==> config.mk <==
export PLATFORM = sky130hd
export DESIGN_NAME = gpio_mask_ctrl
export DESIGN_NICKNAME = d
export VERILOG_FILES = /design/src/rtl/gpio_mask_pkg.sv /design/src/rtl/gpio_half_reg.sv /design/src/rtl/gpio_in_sync.sv /design/src/rtl/gpio_mask_ctrl.sv
export SDC_FILE = /design/constraint.sdc
export NUM_CORES = 1
export LEC_CHECK = 0
export ABC_AREA = 1
export ABC_CLOCK_PERIOD_IN_PS = 3200
export BUFFER_PORTS_ARGS = -buffer_cell sky130_fd_sc_hd__buf_2
export CORE_MARGIN = 2
export CORE_UTILIZATION = 44
export CTS_BUF_LIST = sky130_fd_sc_hd__clkbuf_16
export DETAILED_ROUTE_END_ITERATION = 8
export PLACE_DENSITY = 0.73
export RECOVER_POWER = 25
export SYNTH_ARGS = -nofsm -noshare
export SYNTH_HDL_FRONTEND = slang
export SYNTH_SLANG_ARGS = --single-unit
==> constraint.sdc <==
create_clock -name clk -period 3.2 [get_ports clk]
set_clock_uncertainty 0.15 [all_clocks]
set_input_delay 0.64 -clock clk [delete_from_list [all_inputs] [get_ports clk]]
set_output_delay 0.64 -clock clk [all_outputs]
set_load 0.1 [all_outputs]
==> src/rtl/gpio_mask_pkg.sv <==
package gpio_mask_pkg;

  localparam int ADDR_W = 12;

  localparam logic [ADDR_W-1:0] OFS_DOUT_LO = 12'h000;
  localparam logic [ADDR_W-1:0] OFS_DOUT_HI = 12'h004;
  localparam logic [ADDR_W-1:0] OFS_DIR_LO  = 12'h008;
  localparam logic [ADDR_W-1:0] OFS_DIR_HI  = 12'h00C;
  localparam logic [ADDR_W-1:0] OFS_PINS    = 12'h070;
  localparam logic [ADDR_W-1:0] OFS_VER     = 12'h078;

  localparam logic [31:0] VERSION_ID = 32'h0101_157C;

  // Enum order matches the half-register index used in the top module.
  typedef enum logic [2:0] {
    SEL_DOUT_LO = 3'd0,
    SEL_DOUT_HI = 3'd1,
    SEL_DIR_LO  = 3'd2,
    SEL_DIR_HI  = 3'd3,
    SEL_PINS    = 3'd4,
    SEL_VER     = 3'd5,
    SEL_NONE    = 3'd6
  } reg_sel_e;

  function automatic reg_sel_e decode_addr(input logic [ADDR_W-1:0] a);
    case (a)
      OFS_DOUT_LO: return SEL_DOUT_LO;
      OFS_DOUT_HI: return SEL_DOUT_HI;
      OFS_DIR_LO:  return SEL_DIR_LO;
      OFS_DIR_HI:  return SEL_DIR_HI;
      OFS_PINS:    return SEL_PINS;
      OFS_VER:     return SEL_VER;
      default:     return SEL_NONE;
    endcase
  endfunction

  function automatic logic is_ctrl(input reg_sel_e s);
    return (s == SEL_DOUT_LO) || (s == SEL_DOUT_HI) ||
           (s == SEL_DIR_LO)  || (s == SEL_DIR_HI);
  endfunction

endpackage

==> src/rtl/gpio_half_reg.sv <==
module gpio_half_reg #(
  parameter int W = 16
) (
  input  logic         clk,
  input  logic         rst_n,
  input  logic         we,
  input  logic [W-1:0] wdata,
  input  logic [W-1:0] wmask,
  output logic [W-1:0] q
);

  logic [W-1:0] nxt;

  // Bits under a set mask bit take new data; the rest keep their value.
  always_comb nxt = (q & ~wmask) | (wdata & wmask);

  always_ff @(posedge clk or negedge rst_n) begin
    if (!rst_n)  q <= '0;
    else if (we) q <= nxt;
  end

endmodule

==> src/rtl/gpio_in_sync.sv <==
module gpio_in_sync #(
  parameter int W      = 32,
  parameter int STAGES = 2
) (
  input  logic         clk,
  input  logic         rst_n,
  input  logic [W-1:0] d,
  output logic [W-1:0] q
);

  logic [W-1:0] stage [STAGES];

  always_ff @(posedge clk or negedge rst_n) begin
    if (!rst_n) begin
      for (int s = 0; s < STAGES; s++) stage[s] <= '0;
    end else begin
      stage[0] <= d;
      for (int s = 1; s < STAGES; s++) stage[s] <= stage[s-1];
    end
  end

  assign q = stage[STAGES-1];

endmodule

==> src/rtl/gpio_mask_ctrl.sv <==
module gpio_mask_ctrl
  import gpio_mask_pkg::*;
#(
  parameter int HALF_W      = 16,
  parameter int SYNC_STAGES = 2
) (
  input  logic                  clk,
  input  logic                  rst_n,
  input  logic [ADDR_W-1:0]     bus_addr,
  input  logic                  wr_en,
  input  logic [2*HALF_W-1:0]   wr_data,
  input  logic                  rd_en,
  output logic [2*HALF_W-1:0]   rd_data,
  input  logic [2*HALF_W-1:0]   pad_in,
  output logic [2*HALF_W-1:0]   pad_out,
  output logic [2*HALF_W-1:0]   pad_oe
);

  localparam int BUS_W    = 2 * HALF_W;
  localparam int N_PINS   = 2 * HALF_W;
  localparam int N_HALVES = 4;

  reg_sel_e sel;
  assign sel = decode_addr(bus_addr);

  // Named internal events, visible to the checker.
  logic [N_HALVES-1:0] half_we;
  logic                ctrl_hit;
  logic [HALF_W-1:0]   half_q [N_HALVES];
  logic [N_PINS-1:0]   pins_sync;

  assign ctrl_hit = is_ctrl(sel);

  for (genvar g = 0; g < N_HALVES; g++) begin : g_half
    assign half_we[g] = wr_en && (sel == reg_sel_e'(g));
    gpio_half_reg #(.W(HALF_W)) u_half (
      .clk   (clk),
      .rst_n (rst_n),
      .we    (half_we[g]),
      .wdata (wr_data[HALF_W-1:0]),
      .wmask (wr_data[BUS_W-1:HALF_W]),
      .q     (half_q[g])
    );
  end

  gpio_in_sync #(.W(N_PINS), .STAGES(SYNC_STAGES)) u_sync (
    .clk   (clk),
    .rst_n (rst_n),
    .d     (pad_in),
    .q     (pins_sync)
  );

  assign pad_out = {half_q[1], half_q[0]};
  assign pad_oe  = {half_q[3], half_q[2]};

  always_comb begin
    rd_data = '0;
    if (rd_en) begin
      case (sel)
        SEL_DOUT_LO: rd_data = {{HALF_W{1'b0}}, half_q[0]};
        SEL_DOUT_HI: rd_data = {{HALF_W{1'b0}}, half_q[1]};
        SEL_DIR_LO:  rd_data = {{HALF_W{1'b0}}, half_q[2]};
        SEL_DIR_HI:  rd_data = {{HALF_W{1'b0}}, half_q[3]};
        SEL_PINS:    rd_data = pins_sync;
        SEL_VER:     rd_data = BUS_W'(VERSION_ID);
        default:     rd_data = '0;
      endcase
    end
  end

endmodule

# Yosys cells after proc, flatten, opt, wreduce, memory -nomap -nowiden
# Cells that the tools add are included.
# W data, S select, Z words.
[totals] register_bits=128 latchBits=0 mem_bits_rw=0 mem_bits_ro=0 mem_count=0
[op_classes] addsub=0 n_mul=0 div_mod_pow=0 n_lt_le_gt_ge=0 eq_ne=10 shift=0 mux=3 bitwise=10 reduce_logical=6
[ops] operator="$pmux W32 S6" count=1
[ops] operator="$and A16 B16 Y16" count=5
[ops] operator="$or A16 B16 Y16" count=4
[ops] operator="$mux W32" count=1
[ops] operator="$eq A12 B4 Y1 const B" count=2
[ops] operator="$eq A12 B7 Y1 const B" count=2
[ops] operator="$pmux W3 S6" count=1
[ops] operator="$not A16 Y16" count=1
[ops] operator="$eq A12 B3 Y1 const B" count=1
[ops] operator="$logic_not A12 Y1" count=1
[ops] operator="$eq A3 B2 Y1 const B" count=2
[ops] operator="$eq A3 B3 Y1 const B" count=2
[ops] operator="$logic_and A1 B1 Y1" count=4
[ops] operator="$eq A3 B1 Y1 const B" count=1
[ops] operator="$logic_not A3 Y1" count=1

# Longest topological paths before layout
[depth] word_depth=5 depth_mapped=16

# By module
# A second synthesis with hierarchy kept.
[hier_totals] hier_cells=668 area_unflattened_um2=5833.1
[modules_own_cells] mod="gpio_half_reg" instances=4 cells_per_inst=83 area_each_um2=694.4 seq_area_each_um2=400.4
[modules_own_cells] mod="gpio_in_sync" instances=1 cells_per_inst=96 area_each_um2=1841.8 seq_area_each_um2=1601.5
[modules_own_cells] mod="gpio_mask_ctrl" instances=1 cells_per_inst=240 area_each_um2=1213.7 seq_area_each_um2=0.0

# Worst setup path after synthesis
# OpenSTA, ideal clock, no wires.
[synth_path] path_type="in2out" from="in bus_addr[0]" to="out rd_data[16]" t_arrival_ps=4381 required_time_ps=2410 path_slack_ps=-1971 path_stages=14 path_buffers=2 cell_sequence="inv_1 nand2_1 inv_1 nand4_1 buf_2 buf_2 ha_1 nand2_4 nand2_4 nor2_8 nand2_4 nand2_2 nand2_2 o21ai_0"
[synth_between] elab_chain_cells=5 elab_cells_between_ends=15 classes_between="eq/ne: 10; mux: 3; reduce/logical: 2"
[synth_lines] element="start, declared" line_no="gpio_mask_ctrl.sv:9" text="input logic [ADDR_W-1:0] bus_addr,"
[synth_lines] element="$eq A12 B7 Y1 (tied with other cells)" line_no="gpio_mask_pkg.sv:26" text="case (a)"
[synth_lines] element="$pmux W3 S6 *" line_no="gpio_mask_pkg.sv:26"
[synth_lines] element="$eq A3 B3 Y1 (tied with other cells)" line_no="gpio_mask_ctrl.sv:59" text="case (sel)"
[synth_lines] element="$pmux W32 S6 *" line_no="gpio_mask_ctrl.sv:59"
[synth_lines] element="$mux W32 *" line_no="gpio_mask_ctrl.sv:58" text="if (rd_en) begin"
[synth_lines] element="end, declared" line_no="gpio_mask_ctrl.sv:13" text="output logic [2*HALF_W-1:0] rd_data,"
# Mark *: on every way between the ends. The rest lies on a longest branch, timed or not.

# Worst setup path after layout
[layout_path] from="in bus_addr[10]" to="out rd_data[16]"
# The elaborated chain is that of the path after synthesis.

==> results.yml <==
status:
  violations: "setup timing"
  status: "complete, but fails checks"
clocking:
  clk_pin_slew_ps: 60
  cts_tree: "yes"
  cts_sinks: 128
  clkLatencyLatePin_ps: 410
  postCtsHoldBufs: 0
  cts_made_buffers: 17
  htreeDepth: 4
  cts-root-buf: "clkbuf_16"
  clk_path_buf_depth: 2
timing:
  hold_viol: 0
  post-route-min-period_ps: 3252
  hold_ws_ps: 178.4
  tightest_slew_ps: 1259
  drv_slew: 0
  finalSetupViolCount: 19
  fin_crit_sh_pct: 101.6
  max_freq_mhz: 307.5
  max-slew-margin-rel_pct: 16.06
  setup_slack_ps: -52.07
  rsz0062_at_grt: "yes"
cells_and_area:
  mostFrequentLayoutCell: "buf_2"
  most-common-layout-cells: "135 x buf_2, 128 x dfrtp_1, 107 x nand2_1, 75 x inv_1, 69 x nand3_1"
  drive_above_1_share_pct: 40.74
  fin_util_pct: 69.30
  finalNonFillerCells: 1012
  nets: 910
  area_delta_synth_final_pct: 52.87
yosys:
  synth_top_area_share_pct: 58.34
  syn_avg_cell_area_sq_um: 8.956
  ys.warnings.count: 0
  syn_inst: 613
  post-synth-top-area-cell: "dfrtp_1"
  ys_seq_area_share_pct: 58.34
  syn-num-nets: 694
  syn_area_sq_um: 5490
  synth-seq-cells: 128
  yosysUniqueCellTypes: 24
  synth_area_leaders: "dfrtp_1 58%, nand2_1 7.9%, nand3_1 6.8%"
placed_design:
  place_congestion: 0.8478
  dpl.hpwl_mm: 11.68
  io_buffers: 175
  place_ws_ps: -149.3
  placed_cells: 970
worst_hold_path:
  min_to: "u_sync.stage[50]"
  hold_path.class: "input port to register"
  hold_start: "pad_in[18]"
  min_path_cells: 1
setup_path:
  path_class: "input port to primary output"
  cpPeakStageDelay_ps: 230
  reg2regPathDepth: 1
  end_kind: "primary output"
  r2r_setup_slack_ps: 2240
  crit_path_start_kind: "input port"
  crit_path_max_fanout: 4
  critPathArrivalTime_ps: 2460
  critPathSlowestCell: "ha_4"
  path_common_cell: "nand2_4"
  crit_buf_inv: 4
  path_delay_family: "simple AND/OR/NAND/NOR gates"
  crit_path_cell_trace: "buf_6, nor2_4, nand2_2, inv_2, nand4_1, ha_4, nand2_4, nand2_4, nor2_8, nand2_4, nand2_4, nand2_8, buf_12, o21ai_4, buf_12"
  worstPathRequired_ps: 2410
  startpoint: "bus_addr[10]"
pwr:
  power_density_nw_per_um2: 461.0
  leakage_nw: 4.273
  peakVddDrop_mv: 0.5090
  power.total_mw: 3.869
detailed_routing:
  vias: 5175
  drcViolationCount: 0
  antenna_left: 0
  wl_mm: 17.02
  via_per_inst: 5.114
  drt_iter0_markers: 499
  first_pass_iters: 7
  routedWlPerCell_microns: 16.81
die:
  die_y_microns: 115.7
  rows: 40
  initial_core_util_pct: 45.33
  die_w_microns: 115.7
  dieArea_sq_um: 13390
  io_pins: 176
  coreArea_sq_um: 12110
global_routing:
  grt_pass1_vias: 5423
  grt_overflow: 0
  antenna_found_initial: 2
  grt.total_usage_pct: 26.44
  grt_max_degree: 68
  grt_pass1_wl_mm: 26.68
flow_run:
  drv_cap: 0
## kinds of logic (layout without fill, tap and decap cells)
logic type	Yosys count	in the layout	share of synthesized area, %
AO/OA/AOI/OAI	59	59	5.378
adder cells (fa/ha/maj)	1	1	0.2279
buffers and inverters	99	328	7.429
flip-flops	128	128	58.34
multiplexers	12	12	2.461
other	0	2	0
AND/OR/NAND/NOR	314	314	26.16
## report_power, final
| part | internal (mW) | switching, mW | total (mW) |
|---|---|---|---|
| logic | 0.0557 | 0.122 | 0.177 |
| clock network | 1.30 | 0.716 | 2.01 |
| registers | 1.66 | 0.0153 | 1.68 |
## final cells by class
class,instances,area [sq um]
clock buffers,17,425.4
flip-flops and latches,128,3203
well taps,168,210.2
fillers,913,3719
inverters,83,324.1
repair inverters,1,8.758
repair buffers,212,1760
diodes,2,5.005
clock inverters,15,191.4
multi-input cells,386,2265
## per-layer routing
metal | up-vias | GRT usage [%] | wire [microns]
met5 | - | 0 | 0
met4 | 0 | 14.37 | 693
met3 | 60 | 9.100 | 1573
met2 | 286 | 44.37 | 8636
met1 | 2453 | 29.71 | 6113
li1 | 2376 | - | -
## per-stage QoR
step	setup TNS, ps	area [sq um]
4_1_cts	-767.8	8329
3_5_place_dp	-1980	7561
3_3_place_gp	-432.7	7561
6_report	-353.7	8393
5_1_grt	-3071	8393
2_1_floorplan	-12260	5842
## how the worst max path moves through the flow
stage / cells past startpoint / endpoint / slack [ps]
finish: 15 / rd_data[16] / -50
CTS: 15 / rd_data[16] / -70
floorplan: 15 / rd_data[11] / -430
global placement: 13 / rd_data[12] / -40
global route: 15 / rd_data[16] / -140
detailed placement: 15 / rd_data[8] / -150
## cell usage after synthesis (all sizes together)
library cell / count
clkinv: 2
mux2: 12
o21ai: 53
buf: 13
a21oi: 6
nor2: 96
dfrtp: 128
nand4: 7
inv: 81
nand3: 76
nand2: 135
clkbuf: 3
ha: 1
## what timing repair did
item,in CTS,in global routing
setup buffers,4,3
cloned,0,1
gates resized for setup,36,4
endpoints found under the setup margin,32,32
pin swaps,26,3
Power figures use the tool's default switching activity.
